--- src/rtl/ldst_agu_pkg.sv ---
package ldst_agu_pkg;

   typedef enum logic [2:0] {
      OP_IND      = 3'd0,
      OP_POST_INC = 3'd1,
      OP_PRE_DEC  = 3'd2,
      OP_DISP     = 3'd3,
      OP_DIRECT   = 3'd4,
      OP_PROG     = 3'd5,
      OP_PROG_INC = 3'd6,
      OP_RSVD     = 3'd7
   } agu_op_e;

   typedef enum logic [1:0] {
      PSEL_X    = 2'd0,
      PSEL_Y    = 2'd1,
      PSEL_Z    = 2'd2,
      PSEL_NONE = 2'd3
   } ptr_sel_e;

   typedef enum logic [1:0] {
      ACC_NONE = 2'd0,
      ACC_DRD  = 2'd1,
      ACC_DWR  = 2'd2,
      ACC_PRD  = 2'd3
   } acc_e;

endpackage

--- src/rtl/ldst_agu_calc.sv ---
module ldst_agu_calc
   import ldst_agu_pkg::*;
#(
   parameter int PTR_W    = 16,
   parameter int PAGE_W   = 8,
   parameter int DISP_W   = 6,
   parameter bit HAS_PAGE = 1'b1,
   localparam int ADDR_W  = PTR_W + PAGE_W
) (
   input  agu_op_e            op,
   input  ptr_sel_e           sel,
   input  logic               is_store,
   input  logic               ext_en,
   input  logic [DISP_W-1:0]  disp,
   input  logic [PTR_W-1:0]   direct_addr,
   input  logic [PTR_W-1:0]   x_ptr,
   input  logic [PTR_W-1:0]   y_ptr,
   input  logic [PTR_W-1:0]   z_ptr,
   input  logic [PAGE_W-1:0]  page,
   output logic               legal,
   output acc_e               acc,
   output logic [ADDR_W-1:0]  addr,
   output logic               wb_en,
   output ptr_sel_e           wb_sel,
   output logic [PTR_W-1:0]   wb_val,
   output logic               page_wb_en,
   output logic [PAGE_W-1:0]  page_wb_val
);

   localparam logic [PTR_W-1:0]  ONE_P = PTR_W'(1);
   localparam logic [ADDR_W-1:0] ONE_A = ADDR_W'(1);

   logic [PAGE_W-1:0] eff_page;
   logic              page_used;
   logic [PTR_W-1:0]  ptr;
   logic [PTR_W-1:0]  ptr_inc;
   logic [PTR_W-1:0]  ptr_dec;
   logic [PTR_W-1:0]  ptr_disp;
   logic [ADDR_W-1:0] lin;
   logic [ADDR_W-1:0] lin_inc;
   acc_e              data_acc;

   generate
      if (HAS_PAGE) begin : g_page
         assign eff_page  = ext_en ? page : '0;
         assign page_used = ext_en;
      end else begin : g_nopage
         logic unused_page;
         assign unused_page = ext_en ^ (^page);
         assign eff_page    = '0;
         assign page_used   = 1'b0;
      end
   endgenerate

   always_comb begin
      unique case (sel)
         PSEL_X:  ptr = x_ptr;
         PSEL_Y:  ptr = y_ptr;
         PSEL_Z:  ptr = z_ptr;
         default: ptr = '0;
      endcase
   end

   assign ptr_inc  = ptr + ONE_P;
   assign ptr_dec  = ptr - ONE_P;
   assign ptr_disp = ptr + {{(PTR_W-DISP_W){1'b0}}, disp};
   assign lin      = {eff_page, z_ptr};
   assign lin_inc  = lin + ONE_A;
   assign data_acc = is_store ? ACC_DWR : ACC_DRD;

   always_comb begin
      legal       = 1'b0;
      acc         = ACC_NONE;
      addr        = '0;
      wb_en       = 1'b0;
      wb_sel      = sel;
      wb_val      = '0;
      page_wb_en  = 1'b0;
      page_wb_val = '0;
      unique case (op)
         OP_IND: begin
            legal = (sel != PSEL_NONE);
            acc   = data_acc;
            addr  = {{PAGE_W{1'b0}}, ptr};
         end
         OP_POST_INC: begin
            legal  = (sel != PSEL_NONE);
            acc    = data_acc;
            addr   = {{PAGE_W{1'b0}}, ptr};
            wb_en  = 1'b1;
            wb_val = ptr_inc;
         end
         OP_PRE_DEC: begin
            legal  = (sel != PSEL_NONE);
            acc    = data_acc;
            addr   = {{PAGE_W{1'b0}}, ptr_dec};
            wb_en  = 1'b1;
            wb_val = ptr_dec;
         end
         OP_DISP: begin
            legal = (sel == PSEL_Y) || (sel == PSEL_Z);
            acc   = data_acc;
            addr  = {{PAGE_W{1'b0}}, ptr_disp};
         end
         OP_DIRECT: begin
            legal = 1'b1;
            acc   = data_acc;
            addr  = {{PAGE_W{1'b0}}, direct_addr};
         end
         OP_PROG, OP_PROG_INC: begin
            legal  = 1'b1;
            acc    = ACC_PRD;
            addr   = lin;
            wb_sel = PSEL_Z;
            if (op == OP_PROG_INC) begin
               wb_en       = 1'b1;
               wb_val      = lin_inc[PTR_W-1:0];
               page_wb_en  = page_used;
               page_wb_val = lin_inc[ADDR_W-1:PTR_W];
            end
         end
         default: legal = 1'b0;
      endcase
   end

endmodule

--- src/rtl/ldst_agu_seq.sv ---
module ldst_agu_seq #(
   parameter int DATA_LAT = 2,
   parameter int PROG_LAT = 3,
   localparam int CNT_W   = $clog2(PROG_LAT + 1)
) (
   input  logic clk,
   input  logic rst_n,
   input  logic issue,
   input  logic legal,
   input  logic is_prog,
   output logic accept,
   output logic busy,
   output logic first,
   output logic last
);

   localparam logic [CNT_W-1:0] DATA_EXTRA = CNT_W'(DATA_LAT - 1);
   localparam logic [CNT_W-1:0] PROG_EXTRA = CNT_W'(PROG_LAT - 1);
   localparam logic [CNT_W-1:0] ONE_C      = CNT_W'(1);

   logic [CNT_W-1:0] remain;

   assign busy   = (remain != '0);
   assign last   = (remain == ONE_C);
   assign accept = issue && legal && !busy;

   always_ff @(posedge clk) begin
      if (!rst_n) begin
         remain <= '0;
         first  <= 1'b0;
      end else if (accept) begin
         remain <= is_prog ? PROG_EXTRA : DATA_EXTRA;
         first  <= 1'b1;
      end else begin
         if (busy) remain <= remain - ONE_C;
         first <= 1'b0;
      end
   end

endmodule

--- src/rtl/ldst_agu.sv ---
module ldst_agu
   import ldst_agu_pkg::*;
#(
   parameter int PTR_W    = 16,
   parameter int PAGE_W   = 8,
   parameter int DISP_W   = 6,
   parameter int REG_W    = 5,
   parameter int DATA_LAT = 2,
   parameter int PROG_LAT = 3,
   parameter bit HAS_PAGE = 1'b1,
   localparam int ADDR_W  = PTR_W + PAGE_W
) (
   input  logic              clk,
   input  logic              rst_n,
   input  logic              issue,
   input  logic [2:0]        op,
   input  logic [1:0]        ptr_sel,
   input  logic              is_store,
   input  logic              ext_en,
   input  logic              implicit_dst,
   input  logic [REG_W-1:0]  rd_idx,
   input  logic [DISP_W-1:0] disp,
   input  logic [PTR_W-1:0]  direct_addr,
   input  logic [PTR_W-1:0]  x_ptr,
   input  logic [PTR_W-1:0]  y_ptr,
   input  logic [PTR_W-1:0]  z_ptr,
   input  logic [PAGE_W-1:0] page,
   output logic              busy,
   output logic [ADDR_W-1:0] mem_addr,
   output logic              data_rd,
   output logic              data_wr,
   output logic              prog_rd,
   output logic [REG_W-1:0]  dst_idx,
   output logic              ptr_wb_en,
   output logic [1:0]        ptr_wb_sel,
   output logic [PTR_W-1:0]  ptr_wb_val,
   output logic              page_wb_en,
   output logic [PAGE_W-1:0] page_wb_val
);

   generate
      if (DATA_LAT < 2) begin : g_bad_data_lat
         initial $fatal(1, "ldst_agu: DATA_LAT must be at least 2");
      end
      if (PROG_LAT <= DATA_LAT) begin : g_bad_prog_lat
         initial $fatal(1, "ldst_agu: PROG_LAT must exceed DATA_LAT");
      end
      if (DISP_W >= PTR_W) begin : g_bad_disp
         initial $fatal(1, "ldst_agu: DISP_W must be narrower than PTR_W");
      end
   endgenerate

   agu_op_e  op_e;
   ptr_sel_e sel_e;
   assign op_e  = agu_op_e'(op);
   assign sel_e = ptr_sel_e'(ptr_sel);

   logic              c_legal;
   acc_e              c_acc;
   logic [ADDR_W-1:0] c_addr;
   logic              c_wb_en;
   ptr_sel_e          c_wb_sel;
   logic [PTR_W-1:0]  c_wb_val;
   logic              c_pg_en;
   logic [PAGE_W-1:0] c_pg_val;

   ldst_agu_calc #(
      .PTR_W(PTR_W), .PAGE_W(PAGE_W), .DISP_W(DISP_W), .HAS_PAGE(HAS_PAGE)
   ) calc_i (
      .op(op_e), .sel(sel_e), .is_store(is_store), .ext_en(ext_en),
      .disp(disp), .direct_addr(direct_addr),
      .x_ptr(x_ptr), .y_ptr(y_ptr), .z_ptr(z_ptr), .page(page),
      .legal(c_legal), .acc(c_acc), .addr(c_addr),
      .wb_en(c_wb_en), .wb_sel(c_wb_sel), .wb_val(c_wb_val),
      .page_wb_en(c_pg_en), .page_wb_val(c_pg_val)
   );

   logic accept, first, last;

   ldst_agu_seq #(
      .DATA_LAT(DATA_LAT), .PROG_LAT(PROG_LAT)
   ) seq_i (
      .clk(clk), .rst_n(rst_n), .issue(issue), .legal(c_legal),
      .is_prog(c_acc == ACC_PRD),
      .accept(accept), .busy(busy), .first(first), .last(last)
   );

   logic              is_prog_op;
   acc_e              acc_q;
   logic              wb_en_q;
   ptr_sel_e          wb_sel_q;
   logic              pg_en_q;
   assign is_prog_op = (op_e == OP_PROG) || (op_e == OP_PROG_INC);

   always_ff @(posedge clk) begin
      if (!rst_n) begin
         mem_addr    <= '0;
         acc_q       <= ACC_NONE;
         wb_en_q     <= 1'b0;
         wb_sel_q    <= PSEL_X;
         ptr_wb_val  <= '0;
         pg_en_q     <= 1'b0;
         page_wb_val <= '0;
         dst_idx     <= '0;
      end else if (accept) begin
         mem_addr    <= c_addr;
         acc_q       <= c_acc;
         wb_en_q     <= c_wb_en;
         wb_sel_q    <= c_wb_sel;
         ptr_wb_val  <= c_wb_val;
         pg_en_q     <= c_pg_en;
         page_wb_val <= c_pg_val;
         dst_idx     <= (is_prog_op && implicit_dst) ? '0 : rd_idx;
      end
   end

   assign data_rd    = first && (acc_q == ACC_DRD);
   assign data_wr    = first && (acc_q == ACC_DWR);
   assign prog_rd    = first && (acc_q == ACC_PRD);
   assign ptr_wb_en  = last && wb_en_q;
   assign page_wb_en = last && pg_en_q;
   assign ptr_wb_sel = wb_sel_q;

endmodule

--- config.mk ---
export PLATFORM = sky130hd
export DESIGN_NAME = ldst_agu
export DESIGN_NICKNAME = d
export VERILOG_FILES = /design/src/rtl/ldst_agu_pkg.sv /design/src/rtl/ldst_agu_calc.sv /design/src/rtl/ldst_agu_seq.sv /design/src/rtl/ldst_agu.sv
export SDC_FILE = /design/constraint.sdc
export NUM_CORES = 1
export LEC_CHECK = 0
export ABC_AREA = 0
export BUFFER_PORTS_ARGS = -buffer_cell sky130_fd_sc_hd__clkbuf_2
export CORE_ASPECT_RATIO = 0.6
export CORE_UTILIZATION = 38
export CTS_CLUSTER_DIAMETER = 40
export DETAILED_ROUTE_END_ITERATION = 10
export HOLD_SLACK_MARGIN = 0.1
export SLEW_MARGIN = 30
export SYNTH_ARGS = -nofsm -noshare
export SYNTH_HDL_FRONTEND = slang
export SYNTH_SLANG_ARGS = --single-unit
export TNS_END_PERCENT = 10
--- constraint.sdc ---
create_clock -name clk -period 8.75 [get_ports clk]
set_clock_uncertainty 0.2 [all_clocks]
set_input_delay 0.4375 -clock clk [delete_from_list [all_inputs] [get_ports clk]]
set_output_delay 0.4375 -clock clk [all_outputs]
set_load 0.02 [all_outputs]
==> qor.csv, run 1 <==
metric;value;unit
die_y;88.5;µm
die_area;12900;µm²
cp_num_buf_inv;2;
drt_first_pass_iters;7;
critPathCaptureType;flip-flop;
pwr-share-comb;0.330;
crit_chain;clkbuf_2 > inv_1 > ha_1 > a222oi_1 > nor2_1 > ha_1 > o21a_1 > o21a_1 > o2bb2ai_1 > nor3_1 > xnor2_1 > o2111ai_1 > o211a_1;
globalRouteMet2Util;0.420;
synth_edf_count;0;
synth_nets;748;
route.antenna.remaining_nets;0;
htreeDepth;3;
ir_drop;0.110;mV
grt_overflow;0;
r2r_slack;5.76;ns
clock_latency;0.33;ns
clockPowerShare;0.368;
vias;5701;
clk_pin_slew;0.06;ns
design_area;5960;µm²
synth_top_area_cell;dfxtp_1;
hpwl;14500;µm
cts_max_path_buffers;2;
worstPathRequired;8.83;ns
yosysWarnings;0;
post_cts_buffers;0;
wirelength;19700;µm
cts_sinks;62;
drv_cap;0;
synth.most_common_cell;nand2_1;
grtUsageTotal;0.304;
fp.dieW;146;µm
nNetsFinal;880;
gp_congestion;0.945;
antenna_found_initial;0;
antenna_cells;0;
post-route-min-period;4.17;ns
fmax;240;MHz
ys_types;60;
grt-busiest-layer;met1;
final.period_utilization;0.476;
gr-usage-met1;0.445;
totalNegativeSetupSlack;0;ns
cts_buffers;9;
hold_buffers;0;
worst-endpoint-arrival;4.25;ns
cts_resized;0;
post_drt_wl_per_cell;21.0;µm
worstSetupPathType;in -> reg;
setup_violations;0;
core_area;12100;µm²
routed_via_density;6.09;
io_buffers;154;
grt_pass1_wl;29700;µm
synth_cells;634;
areaGrowthSynthToFinish;25.7;%
fill_cells;1252;
rsz0062_at_grt;no;
synthFlopType;dfxtp_1;
swShare;0.377;
p_int;685;µW
synth.ff_latch_count;62;
slowest_delay;0.86;ns
tightest_slew;0.966;ns
drt_iter0_drc;831;
final_layout_size_suffix_gt1_frac;0.252;
critPathTopFamily;compound AO/OA/AOI/OAI gates;
yosysSeqAreaShare;0.262;
cts_tree;done;
crit_path_start_kind;input pin;
slowest_stage;a222oi_1;
synth_area_per_cell;7.48;µm²
start_util;0.392;
p_switching;414;µW
grt_max_degree;47;
async_reset_ff_frac;0;
synth_top_area_frac;0.262;
drc;0;
finalMaxSlewViolations;0;
outcome;complete, no violations;
hold_viol;0;
use_met3;0.0974;
power_density;184;nW/µm²
synth.area.top_cells;dfxtp_1, nand2_1, ha_1, a21oi_1, xor2_1;
cts_root_buf;clkbuf_16;
p_leak;0.00254;µW
hold_path.class;in -> reg;
netlist_area;4740;µm²
std_cell_rows;31;
max_slew_margin;0.354;
ioPinCount;155;
first_global_vias;5203;
p_seq_frac;0.302;
synth_commonest_cells;nand2_1, nor2_1, dfxtp_1;
dpl_cell_area;5630;µm²
critPathMaxFanout;16;
worst min-delay path, cell delays in order:
cell and delay (ns):
clkbuf_2 0.08, nand3_1 0.05, a21oi_1 0.06
cells in the final DEF (no fill, tap or decap), types with 10 or more instances in the layout:
cell type    n
clkbuf_2   156
nand2_1     70
nor2_1      64
dfxtp_1     62
a21oi_1     49
o21ai_0     31
xor2_1      28
nand3_1     27
a222oi_1    24
xnor2_1     24
ha_1        20
nor3_1      19
a31oi_1     16
buf_4       13
a22o_1      12
inv_1       11
nand4_1     10
cells by family (layout without fill, tap and decap cells):
| kind of cell | count (synthesis) | after routing | synth area share |
|---|---|---|---|
| and+or+nand+nor | 244 | 244 | 0.248 |
| AOI/OAI and AO/OA | 192 | 192 | 0.285 |
| DFF | 62 | 62 | 0.262 |
| buffers and inverters | 61 | 198 | 0.0507 |
| xor gates and xnor gates | 52 | 52 | 0.0960 |
| adders and majority gates | 20 | 20 | 0.0528 |
| muxes | 3 | 3 | 0.00633 |
through the flow:
stage	power (µW)	setup slack (ns)	hold WS (ns)	utilization	std cells
after floorplan	564	5.29	0.247	-	634
after global placement	686	4.28	0.238	0.465	917
after detailed placement	691	4.19	0.248	0.465	918
after CTS	1090	4.54	0.134	0.492	934
after global routing	1150	4.37	0.149	0.493	936
final	1100	4.58	0.139	0.493	936
path summary, 6_finish.rpt:
kind	cells after the start	from	to
worst min-delay path	3	rd_idx[4]	dst_idx[4]
worst min register to register	2	mem_addr[21]	mem_addr[21]
worst max-delay path	13	ptr_sel[0]	mem_addr[14]
worst max register to register	8	seq_i.remain[0]	ptr_wb_val[12]
cell type report:
class / count / area, µm² / area share
Sequential cell: 62 / 1240 / 0.208
Timing Repair Buffer: 170 / 883 / 0.148
Clock inverter: 7 / 97.6 / 0.0164
Multi-Input combinational cell: 511 / 3260 / 0.547
Inverter: 12 / 45.0 / 0.00756
Clock buffer: 9 / 225 / 0.0378
Tap cell: 165 / 206 / 0.0346
per-layer routing:
layer / share of wire / wire, µm
met1: 0.47 / 9220
met2: 0.38 / 7500
met3: 0.13 / 2570
met4: 0.020 / 386
met5: 0 / 0
power groups by stage:
stage               combinational (µW)  clock (µW)  sequential (µW)
global route                       394         420              335
global placement                   350           0              336
CTS                                356         407              331
detailed placement                 354           0              338
finish                             362         404              332
floorplan                          204           0              361
state kept, by name, summed over array words and instances (netlist names):
name	count
pg_en_q	1
acc_q	2
mem_addr	24
wb_en_q	1
dst_idx	5
page_wb_val	8
ptr_wb_val	16
ptr_wb_sel	2
seq_i.remain	2
seq_i.first	1
No activity file was read; power rests on OpenSTA's default activity.
==> run 2, diff against run 1 <==
Settings changed: ABC_AREA 0 to 1.
Clock period 8.75 ns to 3.6 ns, I/O delays scaled along.
==> run 2 against run 1 <==
Compared with the run above: count of clock-buffer cells in the layout is the same; first-iteration DRC count increased by 19%; clock power increased by 120%; die area increased by 17%; synthesized cell count grew 43%; final cell count up 36%; sequential share of layout area decreased by 3.1 points; highest routed layer unchanged; final area rose by 18%; critical path depth rose by 6; sequential cell count is the same.
==> qor.csv, run 2 <==
metric;value;unit
yosysSeqAreaShare;0.224;
synth_area_per_cell;6.12;µm²
grt_pass1_wl;35900;µm
antenna_found_initial;0;
preCtsSetupSlack;0.270;ns
antenna_cells;0;
yosysWarnings;0;
die_area;15100;µm²
wirelength;23900;µm
final_common_cell;nand2_1;
synthFlopType;dfxtp_1;
cts_sinks;62;
start_util;0.398;
synth.ff_latch_count;62;
outcome;complete, no violations;
io_buffers;154;
ir_drop;0.376;mV
route.antenna.remaining_nets;0;
final_layout_size_suffix_gt1_frac;0.243;
crit_chain;dlygate4sd3_1 > clkbuf_2 > inv_1 > ha_2 > nand2_1 > nand3_1 > nand2_2 > inv_2 > ha_1 > a21oi_1 > nor2_1 > a211oi_2 > nand2_2 > nand2_1 > nand2_1 > nand3_1 > nand3_1 > o21bai_1 > inv_1;
clk_pin_slew;0.06;ns
vias;6982;
first_global_vias;6129;
critPathCaptureType;flip-flop;
core_area;14000;µm²
nNetsFinal;1189;
slowest_stage;dlygate4sd3_1;
fp.dieW;158;µm
drt_iter0_drc;988;
synth_nets;1022;
std_cell_rows;33;
cts_buffers;9;
worstPathRequired;3.63;ns
synth_top_area_frac;0.224;
ys_types;45;
finalMaxSlewViolations;0;
hpwl;18800;µm
areaGrowthSynthToFinish;26.4;%
post_drt_wl_per_cell;18.8;µm
drc;0;
critPathMaxFanout;10;
hold_path.class;in -> reg;
routed_via_density;5.49;
p_leak;0.00340;µW
synth.area.top_cells;dfxtp_1, nand2_1, nand3_1, o21ai_0, inv_1;
synth_edf_count;0;
worst-endpoint-arrival;3.31;ns
synth_commonest_cells;nand2_1, nand3_1, inv_1;
die_y;95.6;µm
max_slew_margin;0.411;
tightest_slew;0.883;ns
rsz0062_at_grt;no;
cts_root_buf;clkbuf_16;
post-route-min-period;3.28;ns
synth_cells;908;
crit_path_start_kind;input pin;
netlist_area;5550;µm²
hold_viol;0;
setup_violations;0;
worstSetupPathType;in -> reg;
clock_latency;0.34;ns
power_density;379;nW/µm²
placed_cells;1227;
largest_reg_flops;24;
synth_top_area_cell;dfxtp_1;
synth.most_common_cell;nand2_1;
fin_cells;1272;
grt_overflow;0;
async_reset_ff_frac;0;
setup_slack;0.318;ns
grt_max_degree;55;
htreeDepth;3;
drt_first_pass_iters;5;
slowest_delay;0.54;ns
totalNegativeSetupSlack;0;ns
whs;0.160;ns
final.period_utilization;0.912;
cts_tree;done;
regMostFlops;mem_addr;
grtUsageTotal;0.325;
reg.largest.list;mem_addr x24, ptr_wb_val x16, page_wb_val x8;
fmax;305;MHz
ioPinCount;155;
gp_congestion;0.971;
mostFrequentLayoutCells;nand2_1, clkbuf_2, nand3_1, inv_1, nor2_1;
drv_cap;0;
cts_max_path_buffers;2;
## run 2: stage by stage
stage / area, µm² / util / total power [µW]
global placement: 6400 / 0.459 / 1740
floorplan: 5550 / - / 1430
detailed placement: 6400 / 0.459 / 1740
CTS: 6990 / 0.501 / 2640
finish: 7020 / 0.503 / 2660
global route: 7020 / 0.503 / 2790
## run 2: logic make-up after synthesis
| family | share of synthesized area |
|---|---|
| AND/OR/NAND/NOR | 0.446 |
| flip-flops | 0.224 |
| adder cells (fa/ha/maj) | 0.0451 |
| buffers and inverters | 0.109 |
| XOR/XNOR | 0.00631 |
| AO/OA/AOI/OAI | 0.170 |
## run 2: report_power, final
| part | internal (µW) | switching, µW | leakage (µW) | total [µW] |
|---|---|---|---|---|
| Clock | 537 | 345 | 0.000142 | 881 |
| Combinational | 296 | 686 | 0.00275 | 982 |
| Sequential | 757 | 37.8 | 0.000504 | 795 |
| Total | 1590 | 1070 | 0.00340 | 2660 |
## run 2: layout make-up
| class | count | area, µm² |
|---|---|---|
| Clock inverter | 7 | 72.6 |
| Timing Repair Buffer | 194 | 1140 |
| Sequential cell | 62 | 1240 |
| Clock buffer | 9 | 225 |
| Multi-Input combinational cell | 712 | 3730 |
| Inverter | 96 | 365 |
| Tap cell | 192 | 240 |
| Fill cell | 1486 | 6940 |
## run 2: path summary, 6_finish.rpt
path,startpoint,endpoint,slack (ns),depth (start not counted)
max,ptr_sel[0],mem_addr[14],0.32,19
min,direct_addr[3],mem_addr[3],0.16,5
max reg2reg,seq_i.remain[0],acc_q[0],1.48,8
min reg2reg,page_wb_val[6],page_wb_val[6],0.27,2
## run 2: what timing repair did
action | CTS | global route
setup endpoints to repair | 0 | 5
buffers inserted | 0 | 0
resized for setup | 0 | 7
endpoints found under the hold margin | 22 | 0
hold buffers | 29 | 0
## run 2: worst max-delay path: cells and delay by family
| kind | cells | cell delay, ns |
|---|---|---|
| AOI/OAI and AO/OA | 3 | 0.59 |
| and+or+nand+nor | 9 | 0.92 |
| adders and majority gates | 2 | 0.60 |
| buffers and inverters | 5 | 1.02 |
## run 2: layer usage
layer  vias up  share of wire  GRT usage
met5         -              0          0
met4         0          0.016     0.0689
met3        29           0.14      0.107
met2       438           0.37      0.424
met1      3151           0.47      0.495
li1       3364              -          -
